[src/rtl/init_req_pkg.sv]
package init_req_pkg;

  // One flag per trigger source seen at a clock edge
  typedef struct packed {
    logic shutdown;
    logic fast_port;
    logic rstc_port;
    logic kbc;
  } init_cause_t;

  function automatic logic any_cause(input init_cause_t c);
    return |c;
  endfunction

endpackage

[src/rtl/io_port_shadow.sv]
module io_port_shadow #(
  parameter int ADDR_W = 16,
  parameter int DATA_W = 8,
  parameter logic [ADDR_W-1:0] PORT_ADDR = '0
) (
  input  logic              clk,
  input  logic              rst_n,
  input  logic              wr_stb,
  input  logic [ADDR_W-1:0] addr,
  input  logic [DATA_W-1:0] wdata,
  output logic [DATA_W-1:0] rising
);

  logic              hit;
  logic [DATA_W-1:0] copy_q;

  assign hit    = wr_stb && (addr == PORT_ADDR);
  // bits turning on with this write, relative to the stored copy
  assign rising = hit ? (wdata & ~copy_q) : '0;

  always_ff @(posedge clk or negedge rst_n) begin
    if (!rst_n)   copy_q <= '0;
    else if (hit) copy_q <= wdata;
  end

endmodule

[src/rtl/kbc_rearm.sv]
module kbc_rearm #(
  parameter int STAGES = 2
) (
  input  logic clk,
  input  logic rst_n,
  input  logic req_n_async,
  output logic fire
);

  localparam int TOP = STAGES - 1;

  logic [TOP:0] sync_q;
  logic         lvl;
  logic         seen_q;
  logic         armed_q;

  assign lvl  = sync_q[TOP];
  assign fire = armed_q && !lvl;

  always_ff @(posedge clk or negedge rst_n) begin
    if (!rst_n) begin
      sync_q  <= '1;
      seen_q  <= 1'b1;
      armed_q <= 1'b1;
    end else begin
      sync_q <= {sync_q[TOP-1:0], req_n_async};
      seen_q <= lvl;
      if (lvl && !seen_q) armed_q <= 1'b1;
      else if (fire)      armed_q <= 1'b0;
    end
  end

endmodule

[src/rtl/init_pulse_timer.sv]
module init_pulse_timer #(
  parameter int PULSE_LEN = 16
) (
  input  logic clk,
  input  logic rst_n,
  input  logic trigger,
  output logic init_n
);

  localparam int CW = $clog2(PULSE_LEN + 1);

  logic [CW-1:0] remain_q;

  always_ff @(posedge clk or negedge rst_n) begin
    if (!rst_n)               remain_q <= '0;
    else if (remain_q != '0)  remain_q <= remain_q - 1'b1;
    else if (trigger)         remain_q <= CW'(PULSE_LEN);
  end

  assign init_n = (remain_q == '0);

endmodule

[src/rtl/init_req_gen.sv]
module init_req_gen
  import init_req_pkg::*;
#(
  parameter int ADDR_W      = 16,
  parameter int DATA_W      = 8,
  parameter logic [ADDR_W-1:0] FAST_PORT = 16'h0092,
  parameter logic [ADDR_W-1:0] RSTC_PORT = 16'h0CF9,
  parameter int PULSE_LEN   = 16,
  parameter int SYNC_STAGES = 2
) (
  input  logic              clk,
  input  logic              rst_n,
  input  logic              io_wr,
  input  logic [ADDR_W-1:0] io_addr,
  input  logic [DATA_W-1:0] io_wdata,
  input  logic              shutdown_cyc,
  input  logic              kbc_rst_n,
  input  logic              bist_en,
  output logic              init_n,
  output logic              cpu_rst_req,
  output logic              cpu_rst_bist
);

  // control bit positions decoded by software-visible layout
  localparam int FAST_BIT = 0;
  localparam int HOLD_BIT = 1;
  localparam int CPU_BIT  = 2;
  localparam int FULL_BIT = 3;

  logic [DATA_W-1:0] fast_rise;
  logic [DATA_W-1:0] rstc_rise;
  logic              kbc_fire;
  logic              full_req;
  init_cause_t       cause;

  io_port_shadow #(.ADDR_W(ADDR_W), .DATA_W(DATA_W), .PORT_ADDR(FAST_PORT)) u_fast (
    .clk(clk), .rst_n(rst_n), .wr_stb(io_wr), .addr(io_addr), .wdata(io_wdata),
    .rising(fast_rise)
  );

  io_port_shadow #(.ADDR_W(ADDR_W), .DATA_W(DATA_W), .PORT_ADDR(RSTC_PORT)) u_rstc (
    .clk(clk), .rst_n(rst_n), .wr_stb(io_wr), .addr(io_addr), .wdata(io_wdata),
    .rising(rstc_rise)
  );

  kbc_rearm #(.STAGES(SYNC_STAGES)) u_kbc (
    .clk(clk), .rst_n(rst_n), .req_n_async(kbc_rst_n), .fire(kbc_fire)
  );

  assign full_req = rstc_rise[CPU_BIT] && io_wdata[FULL_BIT];

  always_comb begin
    cause.shutdown  = shutdown_cyc;
    cause.fast_port = fast_rise[FAST_BIT];
    cause.rstc_port = rstc_rise[CPU_BIT] && !io_wdata[HOLD_BIT] && !io_wdata[FULL_BIT];
    cause.kbc       = kbc_fire;
  end

  init_pulse_timer #(.PULSE_LEN(PULSE_LEN)) u_timer (
    .clk(clk), .rst_n(rst_n), .trigger(any_cause(cause)), .init_n(init_n)
  );

  always_ff @(posedge clk or negedge rst_n) begin
    if (!rst_n) begin
      cpu_rst_req  <= 1'b0;
      cpu_rst_bist <= 1'b0;
    end else begin
      cpu_rst_req <= full_req;
      if (full_req) cpu_rst_bist <= bist_en;
    end
  end

  logic unused_bits;
  assign unused_bits = ^{fast_rise[DATA_W-1:1], rstc_rise[DATA_W-1:3], rstc_rise[1:0],
                         io_wdata[DATA_W-1:4], io_wdata[2], io_wdata[0]};

endmodule

[config.mk]
export PLATFORM = sky130hd
export DESIGN_NAME = init_req_gen
export DESIGN_NICKNAME = d
export VERILOG_FILES = /design/src/rtl/init_req_pkg.sv /design/src/rtl/io_port_shadow.sv /design/src/rtl/kbc_rearm.sv /design/src/rtl/init_pulse_timer.sv /design/src/rtl/init_req_gen.sv
export SDC_FILE = /design/constraint.sdc
export NUM_CORES = 1
export LEC_CHECK = 0
export BUFFER_PORTS_ARGS = -buffer_cell sky130_fd_sc_hd__clkbuf_2
export CORE_AREA = 2 2 42 44
export CTS_CLUSTER_SIZE = 14
export DETAILED_ROUTE_END_ITERATION = 12
export DIE_AREA = 0 0 44 46
export PLACE_DENSITY = 0.88
export SLEW_MARGIN = 20
export SYNTH_ARGS = -nofsm -noshare
export SYNTH_HDL_FRONTEND = slang
export SYNTH_SLANG_ARGS = --single-unit
[constraint.sdc]
create_clock -name clk -period 3.3 [get_ports clk]
set_input_delay 0 -clock clk [delete_from_list [all_inputs] [get_ports clk]]
set_output_delay 0 -clock clk [all_outputs]
set_load 0.1 [all_outputs]
Word-level counts from Yosys, hierarchy flattened --
Index checks and enable logic that the tools add are counted.
Storage, ports and cells: flip-flop bits (word level) 15, input bits 30, output and inout bits 3, word-level logic and storage cells 37
Operators by class: add/subtract/negate cells 1, mux-type cells 6, eq/ne operators 2, bitwise gates (word level) 4, reduce and logical (&&, ||, !) cells 16
Operators by type and width (count):
- equality test 16 x 12 -> 1 bit (second input constant) | 1
- equality test 16 x 8 -> 1 bit (second input constant) | 1
- 2-to-1 mux 5 bit | 2
- logical AND 1 bit | 7
- zero test 5 bit | 1
- nonzero test 5 bit | 1
- subtractor 5 x 1 -> 5 bit (second input constant) | 1
- zero test 1 bit | 4
- nonzero test 2 bit | 2
- OR reduction 4 bit | 1
- AND 3 bit | 1
- 2-to-1 mux 1 bit | 3
- 2-to-1 mux 3 bit | 1
- NOT 3 bit | 1
- AND 1 bit | 1
- NOT 1 bit | 1

Logic depth before layout (Yosys ltp) --
Gate-level depths: netlist of run 1.
depth after elaboration 8, gate-level depth with buffers 6, depth with buffers taken out 6

Cells and area by module --
From an unflattened synthesis of run 1, not the netlist that was laid out.
Unflattened totals: cell total of the unflattened synthesis 97, area, all modules 1353.8 µm²
By module, submodules not included:
- io_port_shadow (u_rstc) | area each 452.9 µm², cells an instance 31, times used 1
- io_port_shadow (u_fast) | area each 437.9 µm², cells an instance 32, times used 1
- init_pulse_timer | area each 259.0 µm², cells an instance 21, times used 1
- kbc_rearm | area each 120.1 µm², cells an instance 7, times used 1
- init_req_gen | area each 83.8 µm², cells an instance 6, times used 1

Least setup slack after synthesis of run 1 --
Ideal clock, no wire load.
path type register to register, start point register u_timer.remain_q[0], end point register u_timer.remain_q[1], path buffers 0, clock period less this slack 2.458 ns, path slack 0.842 ns, cell stages (with the launch flop) 7, arrival 2.358 ns, data required time 3.199 ns, cells stage by stage dfrtp_1 inv_1 ha_1 nor4b_4 o211a_1 o41ai_2 o32ai_1
On the way: cells in the longest elaborated chain, start to end 2, elaborated cells between the ends (all ways) 4
Ends and longest elaborated chain:
- start, declared | RTL line init_pulse_timer.sv:12 | logic [CW-1:0] remain_q;
- start signal, assigned | RTL line init_pulse_timer.sv:16 | else if (remain_q != '0) remain_q <= remain_q - 1'b1;
- start signal, assigned | RTL line init_pulse_timer.sv:17 | else if (trigger) remain_q <= CW'(PULSE_LEN);
- subtractor 5 x 1 -> 5 bit or nonzero test 5 bit (tied branches) | RTL line init_pulse_timer.sv:16
- 2-to-1 mux 5 bit or nonzero test 2 bit (tied branches)
Parallel ways exist; a longest one is shown, timed or not. A chain may end at the register's enable or synchronous reset.

Worst setup path in the final report of run 1 --
start point register u_timer.remain_q[0], end point output init_n
On the way: cells in the longest elaborated chain, start to end 1
Ends and longest elaborated chain:
- zero test 5 bit | RTL line init_pulse_timer.sv:20 | assign init_n = (remain_q == '0);
- end, declared | RTL line init_req_gen.sv:19 | output logic init_n,
No other way between the ends.

==> out/results.ini, run 1 <==
[routing]
wl_um=1490
postRouteAntennaNets=0
vias_per_cell=5.25
firstDrtPassIters=4
drc=0
num_vias=593
drtIter0Drc=15
wl_per_cell_um=13.2

[logic_synthesis]
yosysWarningCount=0
syn_inst=59
synth_nets=91
synth_area_leaders=dfrtp_1 34%, dfstp_2 16%, ha_1 3.7%
synth_edf_count=0
ys_ff_latch=13
synth_top_area_cell=dfrtp_1
ys_seq_area_frac=0.493
synth_top_area_share=0.336
avgSynthCellArea_sq_um=11.4
ys_top_cells_by_count=9 x dfrtp_1, 5 x inv_1, 4 x dfstp_2, 4 x nand2_1
synth_flop_cell=dfrtp_1
ys_types=31
synth.most_common_cell=dfrtp_1
async_reset_ff_frac=1.00
synth.cell_area_sq_um=671

[sta]
hold_slack_ps=10.9
slew_headroom=0.640
post-route-min-period_ps=1830
tns_ps=0
rsz0062_at_grt=no
clock_skew_ps=1.05
min_period_over_period=0.553
finalSetupViolCount=0
fmax_mhz=548
hold_viol=0
worst_pin_slew_ps=542
maxSlewViolCount=0

[global_route]
grt_use_met3=0.0397
grt_pass1_wl_um=2440
antenna_found_initial=0
grt_pass1_vias=617
top_usage_layer=met2
grt_overflow=0
grt_max_degree=14
track_usage=0.169
grt_util_met1=0.177
grt.met2_usage=0.321

[clock_network]
clk_pin_slew_ps=80
cts.repair.resized=0
cts_inserted_buffers=3
cts.sinks=13
cts_buffer_depth=2
tritoncts=yes
cts-root-buf=clkbuf_4
post-cts-setup-buffers=0
h-tree-depth=1
hold_buffers=5
insertion_delay_ps=260

[outcome]
status=finished clean

[min_path]
hold_class=in2reg
whs_path_depth=3

[finish]
multi_input_area_sq_um=322
nets=129
antenna_cells=0
regArea_sq_um=330
drive_gt1_frac=0.448
num-fill-cells=139
area_growth_pct=35.4

[power_and_ir_drop]
power.density_nw_per_um2=554
p_leak_nw=0.442
irDropWorstVdd_mv=0.360

[critical_path]
cp_max_fo=5
arrival_ps=1830
worst_setup_path_end_kind=output port
startpoint_type=flop
ff2ff_path_depth=6
path_class=reg2out
required_ps=3300

[placed_design]
numPortBuffers=28
gp_congestion=0.702
dp_hpwl_um=1150

[floorplanning]
die_area_sq_um=2020
ios=33
core_sq_um=1610
die_y_um=46
fp.dieW_um=44
start_util=0.416
placementRows=15

[flow_run]
cap_viol_max_count=0

sequential cells by signal (all words and copies together) (netlist names):
register / cells
u_kbc.sync_q: 2
u_kbc.armed_q: 1
u_kbc.seen_q: 1
u_timer.remain_q: 5
cpu_rst_bist: 1
u_rstc.copy_q: 1
cpu_rst_req: 1
u_fast.copy_q: 1
final cells by class:
class | instances | area share
clock buffer | 4 | 0.0289
inverter | 5 | 0.0207
multi-input combinational | 41 | 0.354
sequential | 13 | 0.364
tap | 17 | 0.0234
timing repair buffer | 33 | 0.209
per-stage QoR:
| stage | power (W) | utilization | cells | setup slack, ps | instance area, sq um |
|---|---|---|---|---|---|
| floorplan | 0.000360 | - | 59 | 842 | 671 |
| global placement | 0.000398 | 0.516 | 104 | 1630 | 832 |
| detailed placement | 0.000408 | 0.516 | 104 | 1590 | 832 |
| CTS | 0.000508 | 0.563 | 113 | 1460 | 908 |
| global route | 0.000542 | 0.563 | 113 | 1350 | 908 |
| finish | 0.000504 | 0.563 | 113 | 1470 | 908 |
per-layer routing:
layer,share of wire,wire [um],vias to the layer above
met2,0.57,854,28
met3,0.065,97,2
met4,0.0040,6,0
met5,0,0,-
li1,-,-,296
met1,0.36,533,267
placed cells by master, fill, tap and decap left out, drive strengths merged:
| cell type | count |
|---|---|
| nand4 | 2 |
| dfstp | 4 |
| nand4b | 1 |
| xnor2 | 1 |
| clkbuf | 32 |
| nor4b | 1 |
| mux2 | 2 |
| nor3b | 1 |
| dfrtp | 9 |
| o21ai | 2 |
| nor2b | 1 |
| inv | 5 |
| ha | 2 |
| nand2 | 4 |
| mux2i | 1 |
| and4 | 1 |
| a31oi | 1 |
| o21a | 1 |
| nor4 | 2 |
| o211a | 1 |
| nor3 | 3 |
| nand2b | 1 |
| o31ai | 2 |
| a21boi | 1 |
| nor2 | 3 |
| dlygate4sd3 | 5 |
| and4bb | 1 |
| or2 | 2 |
| o32ai | 1 |
| a21oi | 1 |
| and4b | 1 |
| o41ai | 1 |
cells by family (layout without fill, tap and decap cells):
logic type / count (synthesis) / in the layout / share of synthesized area
simple gates: 24 / 24 / 0.252
buf+inv: 5 / 42 / 0.0280
xor+xnor: 1 / 1 / 0.0131
mux: 3 / 3 / 0.0485
flops: 13 / 13 / 0.493
compound gates: 11 / 11 / 0.129
fa+ha+maj: 2 / 2 / 0.0373
where the power goes:
| part | switching [W] | internal [W] |
|---|---|---|
| clock network | 0.0000480 | 0.0000467 |
| registers | 0.0000385 | 0.000197 |
| logic | 0.0000849 | 0.0000885 |
worst paths after layout:
kind / end / slack, ps / start
max: init_n / 1470 / u_timer.remain_q[0]
min: u_fast.copy_q[0] / 10 / io_wdata[0]
max reg2reg: u_timer.remain_q[1] / 1570 / u_timer.remain_q[0]
min reg2reg: u_kbc.sync_q[1] / 360 / u_kbc.sync_q[0]
max in group asynchronous: u_kbc.armed_q / 2860 / rst_n
min in group asynchronous: u_fast.copy_q[0] / 150 / rst_n
worst max-delay path: stages (launching register included):
cell      delay (ps)
dfrtp_1          390
inv_1            100
ha_1             200
nor4b_4          340
clkbuf_2         530
Note: power is estimated with default switching activity, not from simulation.
==> inputs of run 2 (changes only) <==
CORE_AREA = 2 2 43 45   (was 2 2 42 44)
DIE_AREA = 0 0 45 47   (was 0 0 44 46)
PLACE_DENSITY = 0.84   (was 0.88)
clock period = 1.85 ns   (was 3.3 ns; I/O delays follow)
==> run 2 against run 1 <==
Effect of this change: die area is 4.5% higher; routed wire length down 2.1%; sequential share of layout area down 1.2 points; sequential power rose by 81%; largest power group unchanged; global-route usage decreased by 0.27 points; utilization up 0.54 points; combinational power up 98%; count of clock-buffer cells in the layout unchanged.
==> out/results.ini, run 2 (synthesized netlist as in run 1, its figures left out) <==
[finish]
nets=131
layout_commonest_cell=clkbuf_2
fin_util=0.568
drive_gt1_frac=0.480
final_cell_area_sq_um=938
final_cell_mix=28 x clkbuf_2, 9 x dfrtp_1, 6 x dlygate4sd3_1
top_register=u_timer.remain_q
area_growth_pct=39.9
finalNonFillerCells=115
num-fill-cells=148
antenna_cells=0
largest_register_ffs=5
biggestRegsByFlops=u_timer.remain_q (5), u_kbc.sync_q (2)

[placed_design]
dp_hpwl_um=1060
dp_cells=105
numPortBuffers=28
postPlaceCellArea_sq_um=852
gp_congestion=0.707

[floorplanning]
fp.dieW_um=45
ios=33
placementRows=15
die_y_um=47
die_area_sq_um=2120
start_util=0.406
core_sq_um=1650

[flow_run]
cap_viol_max_count=0

[clock_network]
clk_pin_slew_ps=80
cts-root-buf=clkbuf_4
tritoncts=yes
cts_inserted_buffers=3
cts_buffer_depth=2
h-tree-depth=1
insertion_delay_ps=270
post-cts-setup-buffers=0
cts.sinks=13
cts.repair.resized=0

[critical_path]
ff2ff_path_depth=6
path_class=reg2out
r2r-start=u_timer.remain_q[0]
worst_setup_path_end_kind=output port
required_ps=1850
cp_cell_sequence=inv_2, ha_4, nor4b_4, buf_4, clkbuf_2
r2r-end=u_timer.remain_q[1]
path_buf_inv=3
slowest_delay_ps=450
r2r_slack_ps=270
crit_cells=5
startpoint_type=flop
cp_max_fo=4
critPathTopFamily=buffers and inverters
arrival_ps=1760
slowest_stage=clkbuf_2

[sta]
post-route-min-period_ps=1760
fmax_mhz=567
min_period_over_period=0.954
slew_headroom=0.643
rsz0062_at_grt=no
clock_skew_ps=4.16
worst_pin_slew_ps=538
hold_slack_ps=69.4
hold_viol=0
maxSlewViolCount=0
finalSetupViolCount=0

[global_route]
grt.met2_usage=0.277
grt_util_met1=0.188
grt_overflow=0
top_usage_layer=met2
antenna_found_initial=0
track_usage=0.167
grt_max_degree=14
grt_use_met3=0.0423
grt_pass1_wl_um=2430
grt_pass1_vias=587

[power_and_ir_drop]
p_leak_nw=0.449
power.density_nw_per_um2=1000
irDropWorstVdd_mv=0.433

[routing]
num_vias=637
drtIter0Drc=10
firstDrtPassIters=4
vias_per_cell=5.54
postRouteAntennaNets=0
wl_um=1460
drc=0
wl_per_cell_um=12.7

[min_path]
worst_hold_path.endpoint=u_fast.copy_q[0]
hold_class=in2reg
whs_path_depth=4
hp-start=io_addr[10]

[outcome]
status=finished clean

==> run 2: worst max path at each step <==
stage	slack [ps]	to	start
5_1_grt	5	init_n	u_timer.remain_q[0]
2_1_floorplan	-570	u_timer.remain_q[1]	u_timer.remain_q[1]
3_3_place_gp	350	u_timer.remain_q[1]	u_timer.remain_q[0]
3_5_place_dp	280	u_timer.remain_q[1]	u_timer.remain_q[0]
4_1_cts	70	init_n	u_timer.remain_q[0]
6_report	90	init_n	u_timer.remain_q[0]
==> run 2: worst reg2reg max path, delay by kind of cell, from the launching register on <==
kind,cells,cell delay [ps]
AO/OA/AOI/OAI,3,610
flip-flops,1,410
buffers and inverters,1,100
adder cells (fa/ha/maj),1,140
AND/OR/NAND/NOR,1,220
==> run 2: per-layer routing <==
metal,wire length (um),vias to the layer above
met1,551,297
met4,51,0
met5,0,-
met3,119,8
met2,737,35
li1,-,297
==> run 2: stage by stage <==
step | total power [W] | setup WS, ps | TNS [ps]
3_5_place_dp | 0.000764 | 282 | 0
6_report | 0.000941 | 85.3 | 0
3_3_place_gp | 0.000743 | 353 | 0
2_1_floorplan | 0.000668 | -566 | -1680
4_1_cts | 0.000954 | 73.6 | 0
5_1_grt | 0.00102 | 5.38 | 0
==> run 2: layout make-up <==
| class | instances | area (sq um) | area share |
|---|---|---|---|
| well taps | 17 | 21.3 | 0.0227 |
| multi-input cells | 41 | 334 | 0.356 |
| repair buffers | 35 | 208 | 0.221 |
| clock buffers | 4 | 26.3 | 0.0280 |
| inverters | 5 | 18.8 | 0.0200 |
| flip-flops and latches | 13 | 330 | 0.352 |
==> run 2: timing repair <==
action,4_1_cts,5_1_grt
endpoints found under the hold margin,18,0
endpoints found under the setup margin,0,0
hold buffers,6,0
==> run 2: power breakdown <==
part	leakage [nW]	switching [W]	internal, W	total (W)
Combinational	0.278	0.000166	0.000177	0.000343
Clock	0.0150	0.0000886	0.0000834	0.000172
Sequential	0.156	0.0000747	0.000352	0.000426
==> inputs of run 3 (changes only) <==
CORE_AREA = 2 2 58 60   (was 2 2 43 45)
DIE_AREA = 0 0 60 62   (was 0 0 45 47)
GPL_TIMING_DRIVEN = 0   (was default)
PLACE_DENSITY = 0.8   (was 0.84)
SYNTH_HIERARCHICAL = 1   (was default)
==> run 3 against run 2 <==
Effect of this change: synthesized cell count down 6.8%; critical endpoint is now u_timer/remain_q[4]; cell count up 21%; non-clock buffer count up 2; sequential share of layout area decreased by 2.8 points; utilization shrank 25 points; hold slack gained 66 ps; routed wire length is 0.41% lower; flip-flop and latch count unchanged; clock power is 3% lower; worst setup slack gained 29 ps; sequential power about the same; clock skew decreased by 2.0 ps.
==> out/results.ini, run 3 <==
[placed_design]
dp_hpwl_um=1250
numPortBuffers=28
postPlaceCellArea_sq_um=930
gp_congestion=0.625

[global_route]
grt_overflow=0
grt_max_degree=14
grt_pass1_vias=632
grt_pass1_wl_um=2470
antenna_found_initial=0
track_usage=0.0888

[critical_path]
slowest_stage=or4b_1
worst_setup_path_end_kind=flop
required_ps=2060
r2r_slack_ps=200
slowest_delay_ps=500
arrival_ps=1940
startpoint_type=input pin
r2r-start=u_kbc/sync_q[1]
cp_max_fo=3
path_class=in2reg
startpoint=io_addr[13]
cp_cell_sequence=clkbuf_2, nor4_1, nand4_1, or4b_1, buf_6, buf_8, nor3b_1, or4_1, nor2b_1, mux2_2
critPathTopFamily=simple AND/OR/NAND/NOR gates
path_buf_inv=3

[power_and_ir_drop]
p_leak_nw=0.466
switching_power_w=0.000311
pwr-share-comb=0.337
clkPwrFrac=0.185
irDropWorstVdd_mv=0.425
p_total_w=0.000895
sequentialPowerShare=0.479
power.density_nw_per_um2=879
p_sw_frac=0.347
internal_power_w=0.000584

[clock_network]
cts.sinks=13
h-tree-depth=1
cts-root-buf=clkbuf_4
post-cts-setup-buffers=0
cts_buffer_depth=2
insertion_delay_ps=260
cts_inserted_buffers=3
clk_pin_slew_ps=70
tritoncts=yes

[routing]
drtIter0Drc=11
postRouteAntennaNets=0
wl_um=1450
drc=0
num_vias=586
firstDrtPassIters=4
wl_per_cell_um=10.5
vias_per_cell=4.22

[sta]
worst_pin_slew_ps=548
min_period_over_period=0.938
hold_viol=0
finalSetupViolCount=0
tns_ps=0
slew_headroom=0.636
rsz0062_at_grt=no
post-route-min-period_ps=1740
fmax_mhz=576
maxSlewViolCount=0
clock_skew_ps=2.17

[finish]
area_growth_pct=39.6
regArea_sq_um=330
drive_gt1_frac=0.538
antenna_cells=0
nets=125
top_register=u_timer/remain_q
layout_commonest_cell=clkbuf_2
largest_register_ffs=5
biggestRegsByFlops=u_timer/remain_q (5), u_kbc/sync_q (2)
multi_input_area_sq_um=353
num-fill-cells=333
final_cell_area_sq_um=1020
final_cell_mix=27 x clkbuf_2, 9 x dfrtp_1, 6 x dlygate4sd3_1

[logic_synthesis]
synth_nets=86
syn_inst=55
synth.cell_area_sq_um=729
avgSynthCellArea_sq_um=13.3
yosysWarningCount=6

[min_path]
hp-start=shutdown_cyc
hold_class=in2reg

[flow_run]
cap_viol_max_count=0

[floorplanning]
placementRows=21
core_sq_um=3180
die_y_um=62
die_area_sq_um=3720
ios=33
start_util=0.229
fp.dieW_um=60

[outcome]
status=finished clean

-- run 3: path summary, 6_finish.rpt --
path,end,depth (start not counted)
max,u_timer/remain_q[4],10
min,u_timer/remain_q[0],4
max in group asynchronous,u_kbc/armed_q,2
max reg2reg,u_timer/remain_q[4],4
min reg2reg,u_kbc/sync_q[1],0
min in group asynchronous,u_timer/remain_q[2],2
-- run 3: per-layer routing --
metal	GRT usage	wire length (um)	up-vias
met1	0.0814	511	279
met4	0.0190	0	0
li1	-	-	280
met2	0.177	814	27
met5	0	0	-
met3	0.0414	126	0
-- run 3: what timing repair did --
item | in CTS | in global routing
hold buffers | 6 | 0
endpoints found under the hold margin | 18 | 0
gates resized for setup | 0 | 2
endpoints found under the setup margin | 0 | 1
-- run 3: worst min-delay path, delay by kind of cell --
family                 cells  cell delay, ps
and+or+nand+nor            2             220
muxes                      1              60
buffers and inverters      1              70
-- run 3: stage by stage --
step,utilization,setup WS (ps),hold slack (ps),instances
3_3_place_gp,0.292,-35.4,-106,129
2_1_floorplan,-,-286,-296,55
3_5_place_dp,0.292,-151,-93.1,129
4_1_cts,0.320,3.31,134,139
6_report,0.320,114,135,139
5_1_grt,0.320,15.0,167,139
-- run 3: area by class of cell --
class                           instances  share of cell area
Timing Repair Buffer                   34               0.199
Inverter                                3              0.0111
Buffer                                  3              0.0369
Sequential cell                        13               0.324
Clock buffer                            4              0.0258
Multi-Input combinational cell         36               0.346
Tap cell                               46              0.0565
-- run 3: power by group through the flow --
| stage | clock network, W | registers (W) | logic [W] |
|---|---|---|---|
| global placement | 0 | 0.000424 | 0.000271 |
| floorplan | 0 | 0.000416 | 0.000217 |
| CTS | 0.000177 | 0.000430 | 0.000304 |
| detailed placement | 0 | 0.000436 | 0.000293 |
| finish | 0.000166 | 0.000428 | 0.000301 |
| global route | 0.000192 | 0.000440 | 0.000330 |
